===== src/rtl/opnd_ea_pkg.sv =====
package opnd_ea_pkg;
  typedef enum logic [3:0] {
    AM_NONE  = 4'd0,
    AM_ACC   = 4'd1,
    AM_REGX  = 4'd2,
    AM_REGY  = 4'd3,
    AM_IMM   = 4'd4,
    AM_ZP    = 4'd5,
    AM_ZPX   = 4'd6,
    AM_ZPY   = 4'd7,
    AM_ABS   = 4'd8,
    AM_ABSX  = 4'd9,
    AM_ABSY  = 4'd10,
    AM_IND   = 4'd11,
    AM_PREX  = 4'd12,
    AM_POSTY = 4'd13,
    AM_RSV14 = 4'd14,
    AM_RSV15 = 4'd15
  } amode_e;

  typedef enum logic [1:0] {
    TGT_NONE = 2'd0,
    TGT_A    = 2'd1,
    TGT_X    = 2'd2,
    TGT_Y    = 2'd3
  } tgt_e;
endpackage


===== src/rtl/opnd_ea_direct.sv =====
module opnd_ea_direct #(
  parameter int DATA_W = 8
) (
  input  opnd_ea_pkg::amode_e      mode,
  input  logic [DATA_W-1:0]        op_lo,
  input  logic [DATA_W-1:0]        op_hi,
  input  logic [DATA_W-1:0]        idx_x,
  input  logic [DATA_W-1:0]        idx_y,
  output logic                     need_ptr,
  output logic                     ptr_in_zp,
  output logic [2*DATA_W-1:0]      ptr_loc,
  output logic [DATA_W-1:0]        post_idx,
  output logic                     zp_result,
  output logic [2*DATA_W-1:0]      d_addr,
  output logic [DATA_W-1:0]        d_value,
  output logic                     d_has_addr,
  output logic                     d_is_reg,
  output opnd_ea_pkg::tgt_e        d_sel
);
  import opnd_ea_pkg::*;
  localparam int AW = 2 * DATA_W;
  localparam logic [DATA_W-1:0] ZB = '0;

  logic [AW-1:0] abs_op;
  assign abs_op = {op_hi, op_lo};

  always_comb begin
    need_ptr   = 1'b0;
    ptr_in_zp  = 1'b0;
    ptr_loc    = '0;
    post_idx   = '0;
    zp_result  = 1'b0;
    d_addr     = '0;
    d_value    = '0;
    d_has_addr = 1'b0;
    d_is_reg   = 1'b0;
    d_sel      = TGT_NONE;
    unique case (mode)
      AM_ACC:  begin d_is_reg = 1'b1; d_sel = TGT_A; end
      AM_REGX: begin d_is_reg = 1'b1; d_sel = TGT_X; end
      AM_REGY: begin d_is_reg = 1'b1; d_sel = TGT_Y; end
      AM_IMM:  d_value = op_lo;
      AM_ZP:   begin d_has_addr = 1'b1; zp_result = 1'b1; d_addr = {ZB, op_lo}; end
      AM_ZPX:  begin d_has_addr = 1'b1; zp_result = 1'b1; d_addr = {ZB, op_lo + idx_x}; end
      AM_ZPY:  begin d_has_addr = 1'b1; zp_result = 1'b1; d_addr = {ZB, op_lo + idx_y}; end
      AM_ABS:  begin d_has_addr = 1'b1; d_addr = abs_op; end
      AM_ABSX: begin d_has_addr = 1'b1; d_addr = abs_op + {ZB, idx_x}; end
      AM_ABSY: begin d_has_addr = 1'b1; d_addr = abs_op + {ZB, idx_y}; end
      AM_IND:  begin need_ptr = 1'b1; ptr_loc = abs_op; end
      AM_PREX: begin need_ptr = 1'b1; ptr_in_zp = 1'b1; ptr_loc = {ZB, op_lo + idx_x}; end
      AM_POSTY: begin
        need_ptr = 1'b1; ptr_in_zp = 1'b1; ptr_loc = {ZB, op_lo}; post_idx = idx_y;
      end
      default: ;
    endcase
  end
endmodule


===== src/rtl/opnd_ea_ptr_fetch.sv =====
module opnd_ea_ptr_fetch #(
  parameter int DATA_W = 8
) (
  input  logic                 clk,
  input  logic                 rst,
  input  logic                 start,
  input  logic                 ptr_in_zp,
  input  logic [2*DATA_W-1:0]  ptr_loc,
  input  logic [DATA_W-1:0]    post_idx,
  output logic                 busy,
  output logic                 mem_req,
  output logic [2*DATA_W-1:0]  mem_addr,
  input  logic [DATA_W-1:0]    mem_rdata,
  output logic                 fin,
  output logic [2*DATA_W-1:0]  fin_addr
);
  localparam int AW = 2 * DATA_W;
  localparam logic [DATA_W-1:0] ZB = '0;

  typedef enum logic [1:0] {F_IDLE, F_LO, F_HI, F_JOIN} fstate_e;
  fstate_e       st;
  logic [AW-1:0] loc_q;
  logic          zp_q;
  logic [DATA_W-1:0] idx_q;
  logic [DATA_W-1:0] lo_q;
  logic [AW-1:0] hi_loc;

  always_ff @(posedge clk) begin
    if (rst) begin
      st    <= F_IDLE;
      loc_q <= '0;
      zp_q  <= 1'b0;
      idx_q <= '0;
      lo_q  <= '0;
    end else begin
      unique case (st)
        F_IDLE: if (start) begin
          loc_q <= ptr_loc;
          zp_q  <= ptr_in_zp;
          idx_q <= post_idx;
          st    <= F_LO;
        end
        F_LO:   st <= F_HI;
        F_HI:   begin lo_q <= mem_rdata; st <= F_JOIN; end
        F_JOIN: st <= F_IDLE;
        default: st <= F_IDLE;
      endcase
    end
  end

  assign hi_loc   = zp_q ? {ZB, loc_q[DATA_W-1:0] + 1'b1} : loc_q + 1'b1;
  assign busy     = (st != F_IDLE);
  assign mem_req  = (st == F_LO) || (st == F_HI);
  assign mem_addr = (st == F_HI) ? hi_loc : loc_q;
  assign fin      = (st == F_JOIN);
  assign fin_addr = {mem_rdata, lo_q} + {ZB, idx_q};

  AST_READ_PAIR: assert property (@(posedge clk) disable iff (rst)
    $rose(mem_req) |=> mem_req);
  AST_READ_STOPS: assert property (@(posedge clk) disable iff (rst)
    (mem_req && $past(mem_req)) |=> !mem_req);
  AST_PTR_NEXT_BYTE: assert property (@(posedge clk) disable iff (rst)
    (mem_req && $past(mem_req)) |-> mem_addr[DATA_W-1:0] == $past(mem_addr[DATA_W-1:0]) + 1'b1);
  AST_ZP_PTR_PAGE: assert property (@(posedge clk) disable iff (rst)
    (mem_req && zp_q) |-> mem_addr[AW-1:DATA_W] == '0);
endmodule


===== src/rtl/opnd_ea_unit.sv =====
module opnd_ea_unit #(
  parameter int DATA_W = 8
) (
  input  logic                clk,
  input  logic                rst,
  input  logic                req_valid,
  output logic                req_ready,
  input  logic [3:0]          mode,
  input  logic [DATA_W-1:0]   op_lo,
  input  logic [DATA_W-1:0]   op_hi,
  input  logic [DATA_W-1:0]   idx_x,
  input  logic [DATA_W-1:0]   idx_y,
  output logic                mem_req,
  output logic [2*DATA_W-1:0] mem_addr,
  input  logic [DATA_W-1:0]   mem_rdata,
  output logic [2*DATA_W-1:0] ea_addr,
  output logic [DATA_W-1:0]   ea_value,
  output logic                ea_has_addr,
  output logic                ea_is_reg,
  output logic [1:0]          ea_reg_sel,
  output logic                done
);
  import opnd_ea_pkg::*;
  localparam int AW = 2 * DATA_W;

  logic              need_ptr, ptr_in_zp, zp_result, d_has_addr, d_is_reg;
  logic [AW-1:0]     ptr_loc, d_addr, fin_addr;
  logic [DATA_W-1:0] post_idx, d_value;
  tgt_e              d_sel;
  logic              busy, fin, accept, zp_q;

  opnd_ea_direct #(.DATA_W(DATA_W)) u_direct (
    .mode(amode_e'(mode)), .op_lo(op_lo), .op_hi(op_hi), .idx_x(idx_x), .idx_y(idx_y),
    .need_ptr(need_ptr), .ptr_in_zp(ptr_in_zp), .ptr_loc(ptr_loc), .post_idx(post_idx),
    .zp_result(zp_result), .d_addr(d_addr), .d_value(d_value),
    .d_has_addr(d_has_addr), .d_is_reg(d_is_reg), .d_sel(d_sel)
  );

  assign req_ready = !busy;
  assign accept    = req_valid && req_ready;

  opnd_ea_ptr_fetch #(.DATA_W(DATA_W)) u_fetch (
    .clk(clk), .rst(rst), .start(accept && need_ptr), .ptr_in_zp(ptr_in_zp),
    .ptr_loc(ptr_loc), .post_idx(post_idx), .busy(busy), .mem_req(mem_req),
    .mem_addr(mem_addr), .mem_rdata(mem_rdata), .fin(fin), .fin_addr(fin_addr)
  );

  always_ff @(posedge clk) begin
    if (rst) begin
      ea_addr     <= '0;
      ea_value    <= '0;
      ea_has_addr <= 1'b0;
      ea_is_reg   <= 1'b0;
      ea_reg_sel  <= TGT_NONE;
      done        <= 1'b0;
      zp_q        <= 1'b0;
    end else begin
      done <= fin || (accept && !need_ptr);
      if (fin) begin
        ea_addr     <= fin_addr;
        ea_value    <= '0;
        ea_has_addr <= 1'b1;
        ea_is_reg   <= 1'b0;
        ea_reg_sel  <= TGT_NONE;
        zp_q        <= 1'b0;
      end else if (accept && !need_ptr) begin
        ea_addr     <= d_addr;
        ea_value    <= d_value;
        ea_has_addr <= d_has_addr;
        ea_is_reg   <= d_is_reg;
        ea_reg_sel  <= d_sel;
        zp_q        <= zp_result;
      end
    end
  end

  AST_REG_NOT_MEM: assert property (@(posedge clk) disable iff (rst)
    done |-> !(ea_is_reg && ea_has_addr));
  AST_BUSY_DURING_READ: assert property (@(posedge clk) disable iff (rst)
    mem_req |-> !req_ready);
  AST_ZP_RESULT_PAGE: assert property (@(posedge clk) disable iff (rst)
    (done && zp_q) |-> ea_addr[AW-1:DATA_W] == '0);
  AST_HOLD_WITHOUT_DONE: assert property (@(posedge clk) disable iff (rst)
    (!done && !$past(done)) |-> $stable(ea_addr));
endmodule


===== config.mk =====
export PLATFORM = sky130hd
export DESIGN_NAME = opnd_ea_unit
export DESIGN_NICKNAME = d
export VERILOG_FILES = /design/src/rtl/opnd_ea_pkg.sv /design/src/rtl/opnd_ea_direct.sv /design/src/rtl/opnd_ea_ptr_fetch.sv /design/src/rtl/opnd_ea_unit.sv
export SDC_FILE = /design/constraint.sdc
export NUM_CORES = 1
export LEC_CHECK = 0
export BUFFER_PORTS_ARGS = -buffer_cell sky130_fd_sc_hd__buf_2
export CAP_MARGIN = 10
export CORE_MARGIN = 3
export CORE_UTILIZATION = 57
export DETAILED_ROUTE_END_ITERATION = 8
export PLACE_DENSITY = 0.92
export SLEW_MARGIN = 40
export SYNTH_ARGS = -nofsm -noshare
export SYNTH_HDL_FRONTEND = slang
export SYNTH_SLANG_ARGS = --single-unit

===== constraint.sdc =====
create_clock -name clk -period 5.8 [get_ports clk]
set_input_delay 0 -clock clk [delete_from_list [all_inputs] [get_ports clk]]
set_output_delay 0 -clock clk [all_outputs]
set_load 0.05 [all_outputs]

==> results_tabular.tex, run 1 <==
\begin{tabular}{lr}
\hline
Metric & Value \\
\hline
\multicolumn{2}{l}{\textbf{Status}} \\
\quad Result of the run & complete, no violations \\
\multicolumn{2}{l}{\textbf{Routing}} \\
\quad Number of nets with antenna violations after routing & 0 \\
\quad Number of iterations in the first detailed-routing pass & 5 \\
\quad Starting DRT DRC Count & 408 \\
\quad Drt total wl & 15.6 mm \\
\quad Vias per inst & about 6.5 \\
\quad Detailed-route via count & roughly 5300 \\
\quad DRC violations left & 0 \\
\quad Final routed wire length divided by cell count & 19.1 um \\
\multicolumn{2}{l}{\textbf{Logic synthesis}} \\
\quad Number of synthesis warnings & 0 \\
\quad \#FFs+latches synth & 64 \\
\quad Count of different cell masters after synthesis & slightly below 60 \\
\quad Number of synthesized flops with an enable pin & 0 \\
\quad Area of the mapped netlist & 4780 sq um \\
\quad Compound-gate portion of the synthesized area & 0.232 \\
\quad Multiplexer fraction of the synthesized cell area & 0.0377 \\
\quad Sequential-to-total area share from yosys stat & 0.268 \\
\quad Proportion of synthesized flip-flops having asynchronous set or reset & 0 \\
\quad Post-synthesis area per instance & between 7 and 8 sq um \\
\quad Area share of xor/xnor cells in the synthesized design & 0.0862 \\
\quad Main combinational cell family by area after synthesis & compound AO/OA/AOI/OAI gates \\
\quad Post-Syn Nets & between 600 and 700 \\
\quad Synthesized instance count & 604 \\
\quad Adder and majority gate portion of the synthesized area & 0.111 \\
\quad Primary flip-flop cell chosen by synthesis mapping & sky130\_fd\_sc\_hd\_\_dfxtp\_1 \\
\quad Simple logic cell fraction of the synthesized area & 0.228 \\
\multicolumn{2}{l}{\textbf{Clock network}} \\
\quad H-Tree Level Count & 3 \\
\quad Clock-pin slew of the registers on the worst-case setup and hold paths & 0.07 ns \\
\quad Post-CTS Repair Setup Buffers & 0 \\
\quad Worst skew pair latency & 0.36 ns \\
\quad Post-cts sizing count & 0 \\
\quad Clock tree from TritonCTS & built \\
\quad Clock buffer count from CTS & 9 \\
\quad Buffer levels on the longest clock path & 2 \\
\quad Clk Tree Root Cell & sky130\_fd\_sc\_hd\_\_clkbuf\_8 \\
\quad Clock tree sinks & 64 \\
\multicolumn{2}{l}{\textbf{Power and ir drop}} \\
\quad Internal portion of total power & between 0.0008 and 0.0009 W \\
\quad Net switching power & 0.000578 W \\
\quad Pwr per Cell Area & between 200 and 300 nW/um\^{}2 \\
\quad Share of power burned in the clock network & 0.306 \\
\quad Switching portion of total power & 0.394 \\
\quad Total power of the final layout & approximately 0.0015 W \\
\quad Combinational fraction of design power & 0.359 \\
\quad Proportion of power drawn by flip-flops and latches & 0.336 \\
\quad Largest vdd supply drop & approximately 0.14 mV \\
\quad Static leakage & roughly 2.4 nW \\
\multicolumn{2}{l}{\textbf{Floorplan}} \\
\quad Area of the die & 9510 sq um \\
\quad Initial core utilization & 0.602 \\
\quad Num rows & 32 \\
\quad I/O pins & 94 \\
\quad Horizontal extent of the die & 97.5 um \\
\quad Vertical extent of the die & 97.5 um \\
\quad Core area & $\sim$8000 sq um \\
\multicolumn{2}{l}{\textbf{Timing}} \\
\quad Slew at the pin closest to its max-slew limit & 0.885 ns \\
\quad Number of max-slew violations in the final report & 0 \\
\quad Number of setup violations in the final report & 0 \\
\quad Post-route setup TNS & 0 ns \\
\quad Unrepaired setup endpoints after global routing & false \\
\quad Worst slew margin relative to its limit & 0.409 \\
\quad Final worst path period need & 3.18 ns \\
\quad Worst Skew & 0.0149 ns \\
\quad Highest Clock Rate & roughly 0.31 GHz \\
\quad Period Utilization, post-route & 0.548 \\
\quad Crit path setup slack, layout & between 2 and 3 ns \\
\quad Final number of hold-violating endpoints & 0 \\
\multicolumn{2}{l}{\textbf{Finish}} \\
\quad Total Nets Final & 796 \\
\quad Synth-to-Final Area Change & 20.5\% \\
\quad Most common library cell in the layout ignoring fill and taps & sky130\_fd\_sc\_hd\_\_buf\_2 \\
\quad Ratio of cells with drive above 1 in the final layout & 0.186 \\
\quad Fill cells & 619 \\
\quad Commonest cells after routing, fill and taps aside & sky130\_fd\_sc\_hd\_\_buf\_2, sky130\_fd\_sc\_hd\_\_nor2\_1, sky130\_fd\_sc\_hd\_\_dfxtp\_1 \\
\quad Biggest registers after layout & ea\_addr x16, u\_fetch.loc\_q x16 \\
\quad Antenna diode count & 0 \\
\quad Number of standard cells in the layout, taps in and fillers out & 816 \\
\multicolumn{2}{l}{\textbf{Placement}} \\
\quad DP Cell Count & 775 \\
\quad Total half-perimeter wirelength after legalization and detailed placement & 11.3 mm \\
\quad Number of port buffers & 93 \\
\quad Final RePlAce weighted congestion & 1.00 \\
\quad Pre-CTS setup slack & 2.50 ns \\
\multicolumn{2}{l}{\textbf{Worst setup path}} \\
\quad Element type at the critical path end & register \\
\quad Crit start category & input pin \\
\quad Required time of the critical path & 6.09 ns \\
\quad Maximum net fanout on the critical path & 14 \\
\quad Kind of critical path & input pin to register \\
\quad Crit path DAT & 3.47 ns \\
\multicolumn{2}{l}{\textbf{Global routing}} \\
\quad Vias in the first global route & 5304 \\
\quad Overall overflow remaining after global route & 0 \\
\quad Antenna violations before repair & 0 \\
\quad Wire length of the first global-routing pass & 25.4 mm \\
\quad Total routing resource utilization after global routing & 0.324 \\
\quad Largest net degree at the start of global routing & 52 \\
\multicolumn{2}{l}{\textbf{Flow run}} \\
\quad Max capacitance violation total & 0 \\
\multicolumn{2}{l}{\textbf{Min path}} \\
\quad Type of the worst min-delay path & input pin to register \\
\hline
\end{tabular}
## final cells by class
class	instances	area, sq um	area share
Clock buffer	11	141	0.0246
Clock inverter	5	78.8	0.0137
Inverter	19	71.3	0.0124
Multi-Input combinational cell	497	3340	0.580
Sequential cell	64	1280	0.223
Tap cell	102	128	0.0222
Timing Repair Buffer	118	718	0.125
## worst max-delay path, stage by stage
cell,delay (ns)
sky130_fd_sc_hd__buf_2,0.18
sky130_fd_sc_hd__nand2b_1,0.20
sky130_fd_sc_hd__nor2_1,0.54
sky130_fd_sc_hd__mux2_2,0.28
sky130_fd_sc_hd__ha_1,0.16
sky130_fd_sc_hd__inv_1,0.06
sky130_fd_sc_hd__fa_1,0.40
sky130_fd_sc_hd__nand3b_1,0.20
sky130_fd_sc_hd__a21boi_1,0.33
sky130_fd_sc_hd__a211oi_2,0.19
sky130_fd_sc_hd__nor2_1,0.24
sky130_fd_sc_hd__a21oi_1,0.11
sky130_fd_sc_hd__a311oi_1,0.39
sky130_fd_sc_hd__a221o_1,0.18
## per-layer routing
layer | vias to the layer above | global-route usage | part of all wire
li1 | 2419 | - | -
met5 | - | 0 | 0
met1 | 2444 | 0.381 | 0.38
met2 | 342 | 0.546 | 0.46
met3 | 85 | 0.0660 | 0.099
met4 | 0 | 0.185 | 0.053
## what timing repair did
action	CTS	global route
hold buffers	25	0
setup endpoints to repair	0	0
endpoints found under the hold margin	26	0
## power by group through the flow
stage / clock network, W / logic [W] / registers, W
after floorplan: 0 / 0.000324 / 0.000545
after global placement: 0 / 0.000483 / 0.000499
after detailed placement: 0 / 0.000500 / 0.000501
after CTS: 0.000449 / 0.000516 / 0.000491
after global routing: 0.000469 / 0.000565 / 0.000495
final: 0.000448 / 0.000527 / 0.000492
## cells by family (layout without fill, tap and decap cells)
| kind of cell | count (synthesis) | count (layout) |
|---|---|---|
| AND/OR/NAND/NOR | 232 | 232 |
| AO/OA/AOI/OAI | 161 | 161 |
| flip-flops | 64 | 64 |
| XOR/XNOR | 47 | 47 |
| buffers and inverters | 43 | 153 |
| adder cells (fa/ha/maj) | 40 | 40 |
| multiplexers | 17 | 17 |
## metrics by stage
step                      instance area (sq um)  hold slack (ns)  utilization
after global placement                     5270            0.263        0.664
after global routing                       5750           0.0459        0.726
after floorplan                            4780            0.148            -
final                                      5750           0.0119        0.726
after CTS                                  5750          0.00383        0.725
after detailed placement                   5280            0.270        0.666
## synth_stat cells, drive strengths merged (6+ instances only)
| cell | n | area (sq um) |
|---|---|---|
| nor2b | 7 | 43.8 |
| nand3 | 37 | 198 |
| inv | 18 | 67.6 |
| a21oi | 40 | 200 |
| a221oi | 14 | 123 |
| mux2i | 9 | 90.1 |
| xnor2 | 29 | 254 |
| dfxtp | 64 | 1280 |
| xor2 | 18 | 158 |
| o21ai | 27 | 139 |
| a21o | 7 | 52.6 |
| ha | 36 | 450 |
| a211oi | 10 | 80.1 |
| clkbuf | 13 | 48.8 |
| buf | 11 | 53.8 |
| and3 | 7 | 43.8 |
| o21a | 11 | 82.6 |
| a22oi | 12 | 90.1 |
| nand2 | 54 | 205 |
| nand4 | 6 | 37.5 |
| mux2 | 8 | 90.1 |
| nor2 | 84 | 318 |
| nor3 | 17 | 96.4 |
## final timing paths
path	start	depth (start not counted)	end	slack, ns
hold reg to reg	ea_value[4]	2	ea_value[4]	0.46
setup / recovery	mode[0]	14	ea_addr[10]	2.62
hold / removal	op_hi[4]	3	u_fetch.loc_q[12]	0.01
setup reg to reg	u_fetch.st[0]	8	ea_addr[7]	3.16
(Power assumes the default switching activity.)
==> run 2, diff against run 1 <==
- ABC_AREA: unset -> 1
- CORE_UTILIZATION: 57 -> 52
- PLACE_DENSITY: 0.92 -> 0.88
- clock period: 5.8 -> 2.65 ns (I/O delays scaled with it)
==> results_tabular.tex, run 2 <==
\begin{tabular}{lr}
\hline
Metric & Value \\
\hline
\multicolumn{2}{l}{\textbf{Routing}} \\
\quad Number of nets with antenna violations after routing & 0 (unchanged) \\
\quad Drt total wl & 17.6 mm (+13\%) \\
\quad Starting DRT DRC Count & 687 (+68\%) \\
\quad Final routed wire length divided by cell count & 15.5 um (-19\%) \\
\quad Number of iterations in the first detailed-routing pass & 5 (unchanged) \\
\quad Sum of met2 wire segment lengths after detailed routing & 7.91 mm (+9.5\%) \\
\quad DRC violations left & 0 (unchanged) \\
\quad Detailed-route via count & 6432 (+22\%) \\
\quad Vias per inst & 5.66 (-13\%) \\
\quad Wire length on met1 & 7.12 mm (+19\%) \\
\quad Met3 WL & 1.80 mm (+17\%) \\
\quad Uppermost metal layer occupied by signal nets & met4 \\
\multicolumn{2}{l}{\textbf{Logic synthesis}} \\
\quad Adder and majority gate portion of the synthesized area & 0.0978 (-0.0133) \\
\quad Number of synthesis warnings & 0 (unchanged) \\
\quad Synthesized instance count & 890 (+47\%) \\
\quad Multiplexer fraction of the synthesized cell area & 0 (-0.0377) \\
\quad Primary flip-flop cell chosen by synthesis mapping & sky130\_fd\_sc\_hd\_\_dfxtp\_1 \\
\quad Dominant cell by count in the synthesized netlist & sky130\_fd\_sc\_hd\_\_nand2\_1 \\
\quad Number of synthesized flops with an enable pin & 0 (unchanged) \\
\quad Simple logic cell fraction of the synthesized area & 0.384 (+0.155) \\
\quad Leading post-synthesis cells by cell area & sky130\_fd\_sc\_hd\_\_dfxtp\_1, sky130\_fd\_sc\_hd\_\_nand2\_1, sky130\_fd\_sc\_hd\_\_nand3\_1 \\
\quad Cell taking the most area after synthesis & sky130\_fd\_sc\_hd\_\_dfxtp\_1 \\
\quad Count of different cell masters after synthesis & 49 (-17\%) \\
\quad Post-synthesis area per instance & 6.10 sq um (-23\%) \\
\quad Main combinational cell family by area after synthesis & simple AND/OR/NAND/NOR gates \\
\quad Compound-gate portion of the synthesized area & 0.152 (-0.0804) \\
\quad Post-Syn Nets & 977 (+41\%) \\
\quad Area share of xor/xnor cells in the synthesized design & 0.0226 (-0.0636) \\
\quad Sequential-to-total area share from yosys stat & 0.236 (-0.0322) \\
\quad \#FFs+latches synth & 64 (unchanged) \\
\quad Top cell type's share of synthesized area & 0.236 (-0.0322) \\
\quad Most common library cells after synthesis & sky130\_fd\_sc\_hd\_\_nand2\_1, sky130\_fd\_sc\_hd\_\_inv\_1, sky130\_fd\_sc\_hd\_\_nand3\_1 \\
\quad Proportion of synthesized flip-flops having asynchronous set or reset & 0 (unchanged) \\
\quad Area of the mapped netlist & 5430 sq um (+14\%) \\
\multicolumn{2}{l}{\textbf{Placement}} \\
\quad Number of port buffers & 93 (unchanged) \\
\quad Final RePlAce weighted congestion & 0.981 (-2.0\%) \\
\quad DP Cell Count & 1096 (+41\%) \\
\quad Total half-perimeter wirelength after legalization and detailed placement & 13.3 mm (+18\%) \\
\multicolumn{2}{l}{\textbf{Clock network}} \\
\quad Clock tree sinks & 64 (unchanged) \\
\quad H-Tree Level Count & 3 (unchanged) \\
\quad Worst skew pair latency & 0.36 ns (about the same) \\
\quad Buffer levels on the longest clock path & 2 (unchanged) \\
\quad Clock buffer count from CTS & 9 (unchanged) \\
\quad Clock tree from TritonCTS & built \\
\quad Clk Tree Root Cell & sky130\_fd\_sc\_hd\_\_clkbuf\_8 \\
\quad Post-CTS Repair Setup Buffers & 0 (unchanged) \\
\quad Clock-pin slew of the registers on the worst-case setup and hold paths & 0.08 ns (about the same) \\
\multicolumn{2}{l}{\textbf{Power and ir drop}} \\
\quad Static leakage & 3.32 nW (+37\%) \\
\quad Largest vdd supply drop & 0.730 mV (+430\%) \\
\quad Pwr per Cell Area & 609 nW/um\^{}2 (+140\%) \\
\multicolumn{2}{l}{\textbf{Finish}} \\
\quad Synth-to-Final Area Change & 19.2\% \\
\quad Number of standard cells in the layout, taps in and fillers out & 1136 (+39\%) \\
\quad Antenna diode count & 0 (unchanged) \\
\quad Commonest cells after routing, fill and taps aside & sky130\_fd\_sc\_hd\_\_nand2\_1, sky130\_fd\_sc\_hd\_\_inv\_1, sky130\_fd\_sc\_hd\_\_nand3\_1, sky130\_fd\_sc\_hd\_\_buf\_2, sky130\_fd\_sc\_hd\_\_a21oi\_1 \\
\quad Register Area & 1280 sq um (unchanged) \\
\quad Final core utilization & 0.650 (-0.0759) \\
\quad Ratio of cells with drive above 1 in the final layout & 0.152 (-0.0347) \\
\quad Fill cells & 877 (+42\%) \\
\quad Total Nets Final & 1085 (+36\%) \\
\quad Area of combinational cells with multiple inputs & 3580 sq um (+7.3\%) \\
\quad Biggest registers after layout & ea\_addr x16, u\_fetch.loc\_q x16 \\
\quad Most common library cell in the layout ignoring fill and taps & sky130\_fd\_sc\_hd\_\_nand2\_1 \\
\multicolumn{2}{l}{\textbf{Min path}} \\
\quad Hold Path Origin & op\_lo[6] \\
\quad Type of the worst min-delay path & input pin to register \\
\multicolumn{2}{l}{\textbf{Timing}} \\
\quad Number of max-slew violations in the final report & 0 (unchanged) \\
\quad Unrepaired setup endpoints after global routing & false \\
\quad Period Utilization, post-route & 0.922 \\
\quad Final number of hold-violating endpoints & 0 (unchanged) \\
\quad Final worst path period need & 2.44 ns \\
\quad Highest Clock Rate & 0.409 GHz \\
\quad Number of setup violations in the final report & 0 (unchanged) \\
\quad Slew at the pin closest to its max-slew limit & 0.766 ns (-0.120 ns) \\
\quad Tightest hold margin & 0.00934 ns (-0.00259 ns) \\
\quad Worst Skew & 0.0142 ns (-0.000681 ns) \\
\quad Worst slew margin relative to its limit & 0.487 (+0.0772) \\
\quad Post-route setup TNS & 0 ns (unchanged) \\
\multicolumn{2}{l}{\textbf{Worst setup path}} \\
\quad Max stage delay on crit path & 0.54 ns (about the same) \\
\quad Crit start category & input pin \\
\quad Element type at the critical path end & register \\
\quad Standard cell with the maximum stage delay on the critical path & sky130\_fd\_sc\_hd\_\_dlygate4sd3\_1 \\
\quad Critical path cell sequence & dlygate4sd3\_1 -> buf\_2 -> nor2\_2 -> nand2\_2 -> buf\_4 -> nand2\_1 -> nand2\_1 -> ha\_1 -> a21oi\_2 -> nor2\_1 -> nor2\_1 -> nand2\_2 -> nand3\_1 -> nand2\_1 -> o21ai\_1 -> nand2\_1 -> a21oi\_1 \\
\quad Origin of the worst setup path & mode[0] \\
\quad Kind of critical path & input pin to register \\
\quad Crit path DAT & 2.73 ns (-0.74 ns) \\
\quad Buffering stage count on the worst path with inverters included & 3 (+1) \\
\quad Maximum net fanout on the critical path & 7 (-7) \\
\quad Crit path max-delay family & simple AND/OR/NAND/NOR gates \\
\quad Required time of the critical path & 2.93 ns (-3.16 ns) \\
\quad Most repeated library cell on the critical path & sky130\_fd\_sc\_hd\_\_nand2\_1 \\
\quad Critical register-to-register path startpoint & u\_fetch.st[1] \\
\multicolumn{2}{l}{\textbf{Global routing}} \\
\quad Antenna violations before repair & 0 (unchanged) \\
\quad Largest net degree at the start of global routing & 31 (-40\%) \\
\quad Vias in the first global route & 5947 (+12\%) \\
\quad Overall overflow remaining after global route & 0 (unchanged) \\
\quad Total routing resource utilization after global routing & 0.307 (-0.0177) \\
\quad Wire length of the first global-routing pass & 28.5 mm (+12\%) \\
\multicolumn{2}{l}{\textbf{Floorplan}} \\
\quad Vertical extent of the die & 108 um (+11\%) \\
\quad Initial core utilization & 0.545 (-0.0573) \\
\quad Core area & 9950 sq um (+26\%) \\
\quad Horizontal extent of the die & 108 um (+11\%) \\
\quad Num rows & 36 (+13\%) \\
\quad I/O pins & 94 (unchanged) \\
\quad Area of the die & 11700 sq um (+23\%) \\
\multicolumn{2}{l}{\textbf{Flow run}} \\
\quad Max capacitance violation total & 0 (unchanged) \\
\multicolumn{2}{l}{\textbf{Status}} \\
\quad Result of the run & complete, no violations \\
\hline
\end{tabular}
-- run 2: worst paths after layout --
path | slack, ns | depth (start not counted) | end
min reg2reg | 0.47 | 2 | ea_value[4]
min | 0.009 | 3 | ea_value[6]
max | 0.21 | 17 | ea_addr[12]
max reg2reg | 0.46 | 10 | ea_addr[0]
-- run 2: where the power goes --
| part | switching, W | internal, W | leakage, nW |
|---|---|---|---|
| registers | 0.0000933 | 0.00110 | 0.521 |
| logic | 0.00123 | 0.000465 | 2.68 |
| clock network | 0.000403 | 0.000651 | 0.124 |
-- run 2: routing by layer --
metal,GRT usage,vias up
met5,0,-
met4,0.138,0
met3,0.0513,58
met2,0.499,390
met1,0.399,2851
li1,-,3133
-- run 2: cells by family (layout without fill, tap and decap cells) --
| family | count (synthesis) | in the layout |
|---|---|---|
| AOI/OAI and AO/OA | 149 | 149 |
| xor gates and xnor gates | 14 | 14 |
| adders and majority gates | 40 | 40 |
| buffers and inverters | 145 | 258 |
| DFF | 64 | 64 |
| and+or+nand+nor | 478 | 478 |
-- run 2: what timing repair did --
action / CTS / global route
resized for setup: 0 / 11
setup endpoints to repair: 0 / 13
hold buffers: 24 / 0
hold endpoints to repair: 23 / 0
-- run 2: worst min-delay path, stage by stage --
cell and delay, ns:
sky130_fd_sc_hd__buf_2 0.17, sky130_fd_sc_hd__nand3_1 0.10, sky130_fd_sc_hd__a21oi_1 0.05
-- run 2: area by class of cell --
cell class,instances,share of cell area
Tap cell,133,0.0257
Multi-Input combinational cell,681,0.553
Clock inverter,5,0.0161
Clock buffer,11,0.0219
Timing Repair Buffer,121,0.114
Sequential cell,64,0.198
Inverter,121,0.0716
-- run 2: stage by stage --
stage | instance area (sq um) | power (W) | worst slack [ns]
final | 6470 | 0.00394 | 0.207
after global routing | 6470 | 0.00415 | 0.00503
after CTS | 6450 | 0.00389 | 0.0398
after detailed placement | 5960 | 0.00283 | 0.142
after global placement | 5960 | 0.00280 | 0.243
after floorplan | 5430 | 0.00243 | 0.349
